`src/rtl/pt_pkg.sv`:
```
// Shared constants and types for the gated period timer.
// Assumes a single timer clock domain for everything downstream of the synchroniser.
package pt_pkg;

    // Mode code that selects software-gated free-running operation
    localparam logic [4:0] MODE_SWGATE = 5'b00000;

    // Asynchronous controls carried together through the synchroniser
    typedef struct packed {
        logic run;
        logic clr;
    } pt_ctrl_t;

endpackage

```
`src/rtl/pt_sync.sv`:
```
// Multi-bit flop-chain synchroniser for level-type control inputs.
// Assumes each bit is an independent slow level; no bus coherence is implied.
module pt_sync #(
    parameter int WIDTH  = 2,
    parameter int STAGES = 2
) (
    input  logic             clk,
    input  logic             rst_n,
    input  logic [WIDTH-1:0] d,
    output logic [WIDTH-1:0] q
);

    logic [STAGES-1:0][WIDTH-1:0] stg;

    generate
        if (STAGES == 1) begin : g_single
            // Single capture stage
            always_ff @(posedge clk) begin
                if (!rst_n) stg <= '0;
                else        stg <= d;
            end
        end else begin : g_chain
            // Shift the input through the stage chain
            always_ff @(posedge clk) begin
                if (!rst_n) stg <= '0;
                else        stg <= {stg[STAGES-2:0], d};
            end
        end
    endgenerate

    assign q = stg[STAGES-1];

endmodule

```
`src/rtl/pt_prescale.sv`:
```
// Power-of-two clock prescaler producing single-cycle count ticks.
// Assumes en is already gated by run, mode and clear; clr has priority.
// The counter holds its value when en is low (freeze, not restart).
module pt_prescale #(
    parameter int SEL_W = 3
) (
    input  logic             clk,
    input  logic             rst_n,
    input  logic             clr,
    input  logic             en,
    input  logic [SEL_W-1:0] sel,
    output logic             tick
);

    localparam int DIV_W = (1 << SEL_W) - 1;

    logic [DIV_W-1:0] div_cnt;
    logic [DIV_W-1:0] limit;

    // Terminal value is 2^sel - 1
    always_comb limit = ~({DIV_W{1'b1}} << sel);

    // Tick on the terminal count; >= keeps a select change from stranding the counter
    always_comb tick = en && (div_cnt >= limit);

    // Advance, restart on tick, freeze when disabled, clear on request
    always_ff @(posedge clk) begin
        if (!rst_n || clr) div_cnt <= '0;
        else if (tick)     div_cnt <= '0;
        else if (en)       div_cnt <= div_cnt + 1'b1;
    end

    assert_tick_restart_R6: assert property (@(posedge clk) disable iff (!rst_n)
        tick |=> (div_cnt == '0));

    assert_freeze_R10: assert property (@(posedge clk) disable iff (!rst_n)
        (!en && !clr) |=> $stable(div_cnt));

endmodule

```
`src/rtl/pt_postscale.sv`:
```
// Match-event divider: fires on every (sel+1)-th match.
// Assumes match is only asserted on an enabled tick; clr has priority.
module pt_postscale #(
    parameter int SEL_W = 4
) (
    input  logic             clk,
    input  logic             rst_n,
    input  logic             clr,
    input  logic             match,
    input  logic [SEL_W-1:0] sel,
    output logic             fire
);

    logic [SEL_W-1:0] ev_cnt;

    // Fire on the match that completes the programmed group
    always_comb fire = match && (ev_cnt >= sel);

    // Count matches, restart after firing, hold otherwise
    always_ff @(posedge clk) begin
        if (!rst_n || clr) ev_cnt <= '0;
        else if (fire)     ev_cnt <= '0;
        else if (match)    ev_cnt <= ev_cnt + 1'b1;
    end

    assert_fire_restart_R7: assert property (@(posedge clk) disable iff (!rst_n)
        fire |=> (ev_cnt == '0));

    assert_hold_no_match_R10: assert property (@(posedge clk) disable iff (!rst_n)
        (!match && !clr) |=> $stable(ev_cnt));

endmodule

```
`src/rtl/prd_timer.sv`:
```
// Gated period timer: synchronised run/clear, prescaled up-counter with
// wrap-after-equal, postscaled event pulse and sticky flag.
// Assumes period, pre_sel, post_sel and mode are quasi-static in the clk domain.
module prd_timer
    import pt_pkg::*;
#(
    parameter int CNT_W       = 8,
    parameter int PSEL_W      = 3,
    parameter int QSEL_W      = 4,
    parameter int MODE_W      = 5,
    parameter int SYNC_STAGES = 2
) (
    input  logic              clk,
    input  logic              rst_n,
    input  logic              run_en,
    input  logic              ext_clr,
    input  logic [MODE_W-1:0] mode,
    input  logic [CNT_W-1:0]  period,
    input  logic [PSEL_W-1:0] pre_sel,
    input  logic [QSEL_W-1:0] post_sel,
    input  logic              flag_clr,
    output logic [CNT_W-1:0]  count,
    output logic              evt_pulse,
    output logic              evt_flag
);

    localparam int CTRL_W = $bits(pt_ctrl_t);

    pt_ctrl_t ctrl_raw;
    pt_ctrl_t ctrl_s;
    logic     mode_ok;
    logic     cnt_en;
    logic     pre_tick;
    logic     at_top;
    logic     match;
    logic     post_fire;

    // Bundle the asynchronous controls
    always_comb begin
        ctrl_raw.run = run_en;
        ctrl_raw.clr = ext_clr;
    end

    pt_sync #(
        .WIDTH  (CTRL_W),
        .STAGES (SYNC_STAGES)
    ) u_sync (
        .clk   (clk),
        .rst_n (rst_n),
        .d     (ctrl_raw),
        .q     (ctrl_s)
    );

    // Counting qualifier: run bit, supported mode, no clear in progress
    always_comb begin
        mode_ok = (mode == MODE_W'(MODE_SWGATE));
        cnt_en  = ctrl_s.run && mode_ok && !ctrl_s.clr;
    end

    pt_prescale #(
        .SEL_W (PSEL_W)
    ) u_pre (
        .clk   (clk),
        .rst_n (rst_n),
        .clr   (ctrl_s.clr),
        .en    (cnt_en),
        .sel   (pre_sel),
        .tick  (pre_tick)
    );

    // Period match: a tick that finds the count at the period value
    always_comb begin
        at_top = (count == period);
        match  = pre_tick && at_top;
    end

    pt_postscale #(
        .SEL_W (QSEL_W)
    ) u_post (
        .clk   (clk),
        .rst_n (rst_n),
        .clr   (ctrl_s.clr),
        .match (match),
        .sel   (post_sel),
        .fire  (post_fire)
    );

    // Main counter: clear first, then wrap-after-equal or increment on tick
    always_ff @(posedge clk) begin
        if (!rst_n || ctrl_s.clr) count <= '0;
        else if (match)           count <= '0;
        else if (pre_tick)        count <= count + 1'b1;
    end

    // Register the postscaled event as a one-cycle pulse
    always_ff @(posedge clk) begin
        if (!rst_n) evt_pulse <= 1'b0;
        else        evt_pulse <= post_fire;
    end

    // Sticky flag: a new event wins over a simultaneous clear
    always_ff @(posedge clk) begin
        if (!rst_n)         evt_flag <= 1'b0;
        else if (post_fire) evt_flag <= 1'b1;
        else if (flag_clr)  evt_flag <= 1'b0;
    end

    assert_wrap_zero_R4: assert property (@(posedge clk) disable iff (!rst_n)
        (pre_tick && at_top && !ctrl_s.clr) |=> (count == '0));

    assert_hold_idle_R3: assert property (@(posedge clk) disable iff (!rst_n)
        (!ctrl_s.run && !ctrl_s.clr) |=> $stable(count));

    assert_mode_park_R2: assert property (@(posedge clk) disable iff (!rst_n)
        (!mode_ok && !ctrl_s.clr) |=> $stable(count));

    assert_clear_zero_R8: assert property (@(posedge clk) disable iff (!rst_n)
        ctrl_s.clr |=> (count == '0));

    assert_pulse_at_zero_R7: assert property (@(posedge clk) disable iff (!rst_n)
        evt_pulse |-> (count == '0));

    assert_flag_follows_R9: assert property (@(posedge clk) disable iff (!rst_n)
        evt_pulse |-> evt_flag);

endmodule

```
`config.mk`:
```
export PLATFORM = sky130hd
export DESIGN_NAME = prd_timer
export DESIGN_NICKNAME = d
export VERILOG_FILES = /design/src/rtl/pt_pkg.sv /design/src/rtl/pt_sync.sv /design/src/rtl/pt_prescale.sv /design/src/rtl/pt_postscale.sv /design/src/rtl/prd_timer.sv
export SDC_FILE = /design/constraint.sdc
export NUM_CORES = 1
export LEC_CHECK = 0
export BUFFER_PORTS_ARGS = -buffer_cell sky130_fd_sc_hd__buf_4
export CAP_MARGIN = 0
export CORE_ASPECT_RATIO = 0.7
export CORE_MARGIN = 10
export CORE_UTILIZATION = 53
export DETAILED_ROUTE_END_ITERATION = 10
export PLACE_DENSITY = 0.79
export SYNTH_ARGS = -nofsm -noshare
export SYNTH_HDL_FRONTEND = slang
export SYNTH_HIERARCHICAL = 1
export SYNTH_SLANG_ARGS = --single-unit
```
`constraint.sdc`:
```
create_clock -name clk -period 3.2 [get_ports clk]
set_input_delay 0.32 -clock clk [delete_from_list [all_inputs] [get_ports clk]]
set_output_delay 0.32 -clock clk [all_outputs]
set_load 0.05 [all_outputs]
```
==> out/results.ini, run 1 <==
[layout]
layoutNonFillerInstCount=228
layout.nets=232
syn_to_final_growth_pct=22.0
mostFrequentLayoutCells=buf_4 (37), dfxtp_1 (25), ha_1 (14)
final_core_util=0.666
layout-drive-gt1-share=0.271
final_common_cell=buf_4
antenna-diode-count=0

[worst_hold_path]
hp-class=primary input to flop

[placement]
routabilityCongestion=0.846
io_buffers=34
dpl.hpwl_mm=2.71
pre_cts_slack_ps=277
placed_cells_incl_taps=224

[critical_path]
worst_setup_path_end_kind=flop
cp_max_fo=9
cp_common_cell=nand4_1
path_class=flop to flop
rrSetupSlack_ps=450
cp_slowest_cell=or4b_2
cp-start-kind=flop
slowest_delay_ps=610
crit_required_ps=3380
path_cells=or4b_2 > nor4_1 > inv_2 > a31oi_1 > nand4_1 > nor4_4 > nand4_1 > xor2_1 > a211oi_2
cp_data_arrival_time_ps=2940

[grt]
grt_overflow=0
antenna_found_initial=0
grt_start_max_net_pins=14
grt_pass1_vias=1263
grtUsageTotal=0.126
grt_pass1_wl_mm=5.87

[power_and_ir_drop]
internal-power_w=0.000439
combPwrFrac=0.117
power.switching_fraction=0.210
clockPowerShare=0.318
peakVddDrop_mv=0.282
p_leak_nw=0.782
switching_power_w=0.000117
seq_power_share=0.565
p_per_area_mw_per_mm2=302

[route]
finalWirelength_mm=3.27
drc=0
drtAntennaViolNets=0
via_count=1194
drt_iter0_markers=32
vias_per_cell=5.24
drt-wirelength-per-cell_um=14.4
first_pass_iters=6

[sta]
min_period_ps=2750
finalHoldViolCount=0
min_period_over_period=0.860
timing.hold.ws_ps=258
setup_ws_ps=448
fmax_mhz=363
rsz0062_at_grt=false
setup_viol=0
worst_pin_slew_ps=438
setup_tns_ps=0
clock-skew-final_ps=3.54
relSlewSlack=0.706
maxSlewViolCount=0

[logic_synthesis]
synth-edff-count=0
synth_compound_area_frac=0.130
synthDistinctLibCells=40
async_flop_share=0
synth_top_family_by_area=simple AND/OR/NAND/NOR gates
synth-seq-cells=25
netlist_instances=157
synthMuxAreaShare=0.0133
yosysWarnings=6
synthFlopType=dfxtp_1
ys_top_cells_by_area=dfxtp_1 (33%), ha_1 (12%), xor2_1 (7.0%)
synthAdderAreaFrac=0.116
synthSimpleGateAreaFrac=0.239
syn_nets=196
syn-cell-area_mm2=0.00151
synth_top_area_share=0.332
seq_area_frac_synth=0.332
netlist.top_cell.by_area=dfxtp_1
avgSynthCellArea_um2=9.60
synthXorXnorAreaFrac=0.128

[floorplan]
initial_core_util=0.546
dieHeight_um=64.6
fp.coreArea_mm2=0.00276
std_cell_rows=16
die_w_um=83.8
die_area_mm2=0.00541
ios=35

[clock_tree]
cts_max_path_buffers=2
ctsHoldBuffers=0
cts_tree=built
ctsResizeCount=0
clkTransAtPathRegs_ps=80
cts_setup_buffers=0
insertion_delay_ps=260
cts_buffers=3
cts.root.buffer_cell=clkbuf_8
htreeDepth=1
cts.sinks=25

[run]
maxCapViolCount=0

[run_status]
status=complete, no violations

layout make-up:
cell class	count	area (um^2)
Inverter	7	26.3
Clock buffer	4	45.0
Tap cell	36	45.0
Multi-Input combinational cell	119	945
Fill cell	224	923
Sequential cell	25	500
Timing Repair Buffer	37	278
sequential cells by signal, indices dropped and copies added, names as in the netlist:
signal,flops
u_pre/div_cnt,7
count,8
u_post/ev_cnt,4
u_sync/q,2
evt_pulse,1
u_sync/stg,2
evt_flag,1
kinds of logic (layout without fill, tap and decap cells):
family                   after synthesis  in the layout
adder cells (fa/ha/maj)               14             14
multiplexers                           2              2
flip-flops                            25             25
XOR/XNOR                              22             22
buffers and inverters                 13             48
AND/OR/NAND/NOR                       62             62
AO/OA/AOI/OAI                         19             19
critical path: cells and delay by family (launching register included):
family                    cells  cell delay, ps
xor gates and xnor gates      1             190
and+or+nand+nor               5            1670
AOI/OAI and AO/OA             2             370
buffers and inverters         1             120
DFF                           1             330
stage by stage:
stage / total power (W) / instance area [um^2]
floorplan: 0.000356 / 1510
global placement: 0.000384 / 1790
detailed placement: 0.000386 / 1790
CTS: 0.000562 / 1840
global route: 0.000585 / 1840
finish: 0.000556 / 1840
layer usage:
layer  vias up  track usage  share of wire
met5         -            0              0
met3         4       0.0375          0.042
met4         0       0.0313         0.0095
met1       555        0.146           0.44
met2        24        0.224           0.51
li1        611            -              -
power groups by stage:
stage                     Sequential (W)  Combinational (W)  Clock [W]
after global routing            0.000314          0.0000722   0.000198
final                           0.000314          0.0000652   0.000177
after floorplan                 0.000321          0.0000354          0
after CTS                       0.000314          0.0000657   0.000182
after detailed placement        0.000321          0.0000650          0
after global placement          0.000321          0.0000631          0
worst paths after layout:
kind                  from          endpoint  depth (start not counted)
min reg2reg  u_sync/stg[0]       u_sync/q[0]                          1
max reg2reg    u_sync/q[0]  u_post/ev_cnt[3]                          9
max            u_sync/q[0]  u_post/ev_cnt[3]                          9
min                ext_clr     u_sync/stg[0]                          2
synth_stat cells, types with 2 or more instances:
library cell	instances
nand2b_4	2
nor3_1	8
nand2b_1	5
buf_4	3
ha_1	14
mux2i_1	2
a2111oi_4	2
o211ai_1	2
nor2_1	12
nand2_1	8
a21oi_1	5
xnor2_1	10
nand3_1	3
inv_1	6
nor2b_1	2
xor2_1	12
nand4_1	7
dfxtp_1	25
o21a_1	3
and2_1	6
Note: power is estimated with default switching activity, not from simulation.
==> run 2, diff against run 1 <==
- PLACE_DENSITY: 0.79 -> 0.76
==> run 2 against run 1 <==
Critical path type unchanged. Largest cell class unchanged. Design area up 0.20%. First-iteration DRC count up 31%. Clock skew shrank 1.2 ps. Routed wire length is 0.95% lower. Final cell count did not move. Clock-buffer cell count is 1 lower. Global-route usage decreased by 0.62 points. Sequential share of layout area fell by 0.056 points. Combinational power shrank 1%. Utilization increased by 0.14 points. Largest power group unchanged.
==> out/results.ini, run 2 (synthesis gave the netlist of run 1 again) <==
[run_status]
status=complete, no violations  ; unchanged

[power_and_ir_drop]
combPwrFrac=0.114  ; was 0.117
p_leak_nw=0.781  ; was 0.782 nW
internal-power_w=0.000438  ; was 0.000439 W
peakVddDrop_mv=0.200  ; was 0.282 mV
p_per_area_mw_per_mm2=306  ; was 302 mW/mm^2
total_power_w=0.000563  ; was 0.000556 W
switching_power_w=0.000125  ; was 0.000117 W
seq_power_share=0.558  ; was 0.565
power.switching_fraction=0.222  ; was 0.210
clockPowerShare=0.328  ; was 0.318

[grt]
grt_overflow=0  ; unchanged
grt_pass1_wl_mm=5.49  ; was 5.87 mm
grt_pass1_vias=1215  ; was 1263
grt_start_max_net_pins=16  ; was 14
antenna_found_initial=0  ; unchanged
grtUsageTotal=0.120  ; was 0.126

[layout]
layout.nets=232  ; unchanged
syn_to_final_growth_pct=22.2  ; was 22.0%
multi_input_area_um2=945  ; unchanged
seqCellArea_um2=500  ; unchanged
reg_top3=count (8), u_pre/div_cnt (7), u_post/ev_cnt (4)  ; unchanged
largest_reg_flops=8  ; unchanged
layout-drive-gt1-share=0.276  ; was 0.271
layoutNonFillerInstCount=228  ; unchanged
antenna-diode-count=0  ; unchanged
mostFrequentLayoutCells=buf_4 (37), dfxtp_1 (25), ha_1 (14)  ; unchanged
regMostFlops=count  ; unchanged
final_common_cell=buf_4  ; unchanged
fill_cells=239  ; was 224

[critical_path]
path_class=flop to flop  ; unchanged
r2r-start=u_sync/q[0]  ; unchanged
worst_setup_path_end_kind=flop  ; unchanged
cp_max_fo=10  ; was 9
crit_required_ps=3390  ; was 3380 ps
cp_data_arrival_time_ps=2950  ; was 2940 ps
cp-start-kind=flop  ; unchanged
crit_start=u_sync/q[0]  ; unchanged

[floorplan]
ios=35  ; unchanged
initial_core_util=0.546  ; unchanged
std_cell_rows=16  ; unchanged
fp.coreArea_mm2=0.00276  ; unchanged
die_area_mm2=0.00541  ; unchanged
dieHeight_um=64.6  ; unchanged
die_w_um=83.8  ; unchanged

[route]
drtAntennaViolNets=0  ; unchanged
finalWirelength_mm=3.24  ; was 3.27 mm
drt-wirelength-per-cell_um=14.2  ; was 14.4 um
vias_per_cell=5.26  ; was 5.24
drt_iter0_markers=42  ; was 32
first_pass_iters=4  ; was 6
drc=0  ; unchanged
via_count=1199  ; was 1194

[sta]
finalHoldViolCount=0  ; unchanged
fmax_mhz=362  ; was 363 MHz
min_period_over_period=0.862  ; was 0.860
min_period_ps=2760  ; was 2750 ps
maxSlewViolCount=0  ; unchanged
setup_viol=0  ; unchanged
relSlewSlack=0.671  ; was 0.706
clock-skew-final_ps=2.34  ; was 3.54 ps
rsz0062_at_grt=false  ; unchanged
setup_tns_ps=0  ; unchanged
worst_pin_slew_ps=489  ; was 438 ps

[clock_tree]
cts_tree=built  ; unchanged
ctsResizeCount=0  ; unchanged
cts_setup_buffers=0  ; unchanged
htreeDepth=1  ; unchanged
ctsHoldBuffers=0  ; unchanged
clkTransAtPathRegs_ps=90  ; was 80 ps
cts.root.buffer_cell=clkbuf_8  ; unchanged
insertion_delay_ps=260  ; about the same
cts_max_path_buffers=2  ; unchanged
cts_buffers=3  ; unchanged
cts.sinks=25  ; unchanged

[worst_hold_path]
hp-class=primary input to flop  ; unchanged
holdCritStartpoint=ext_clr  ; unchanged

[placement]
routabilityCongestion=0.841  ; was 0.846
placed_cells_incl_taps=224  ; unchanged
io_buffers=34  ; unchanged
dpl.hpwl_mm=2.76  ; was 2.71 mm

[run]
maxCapViolCount=0  ; unchanged

[run 2: cell type report]
type | instances | share of cell area
multi-input combinational | 119 | 0.513
sequential | 25 | 0.272
timing repair buffer | 37 | 0.151
tap | 36 | 0.0244
clock buffer | 3 | 0.0224
inverter | 7 | 0.0143
clock inverter | 1 | 0.00407
[run 2: final timing paths]
check	end	cells past startpoint	slack, ps
worst max register to register	u_post/ev_cnt[3]	9	440
worst min-delay path	u_sync/stg[0]	2	260
worst max-delay path	u_post/ev_cnt[3]	9	440
worst min register to register	u_sync/q[0]	1	450
[run 2: routing by layer]
| layer | wire [um] | track usage | share of wire | vias up |
|---|---|---|---|---|
| met1 | 1530 | 0.148 | 0.47 | 567 |
| li1 | - | - | - | 612 |
| met2 | 1550 | 0.199 | 0.48 | 18 |
| met4 | 17 | 0.0271 | 0.0052 | 0 |
| met3 | 152 | 0.0387 | 0.047 | 2 |
| met5 | 0 | 0 | 0 | - |
[run 2: per-stage QoR]
| stage | area [um^2] | util | hold slack, ps | worst slack, ps |
|---|---|---|---|---|
| after floorplan | 1510 | - | 412 | 359 |
| after global placement | 1790 | 0.649 | 415 | 374 |
| after detailed placement | 1790 | 0.649 | 435 | 271 |
| after CTS | 1840 | 0.667 | 257 | 425 |
| after global routing | 1840 | 0.667 | 253 | 227 |
| final | 1840 | 0.667 | 260 | 440 |
[run 2: power by group through the flow]
| stage | combinational (W) | sequential [W] | clock [W] |
|---|---|---|---|
| floorplan | 0.0000354 | 0.000321 | 0 |
| global placement | 0.0000631 | 0.000321 | 0 |
| detailed placement | 0.0000650 | 0.000321 | 0 |
| CTS | 0.0000650 | 0.000314 | 0.000192 |
| global route | 0.0000706 | 0.000315 | 0.000207 |
| finish | 0.0000645 | 0.000314 | 0.000185 |
[run 2: worst max-delay path, cell delays in order, from the launching register on]
cell	delay [ps]
dfxtp_1	350
or4b_2	600
nor4_1	330
inv_2	120
a31oi_1	220
nand4_1	160
nor4_4	400
nand4_1	180
xor2_1	180
a211oi_2	140
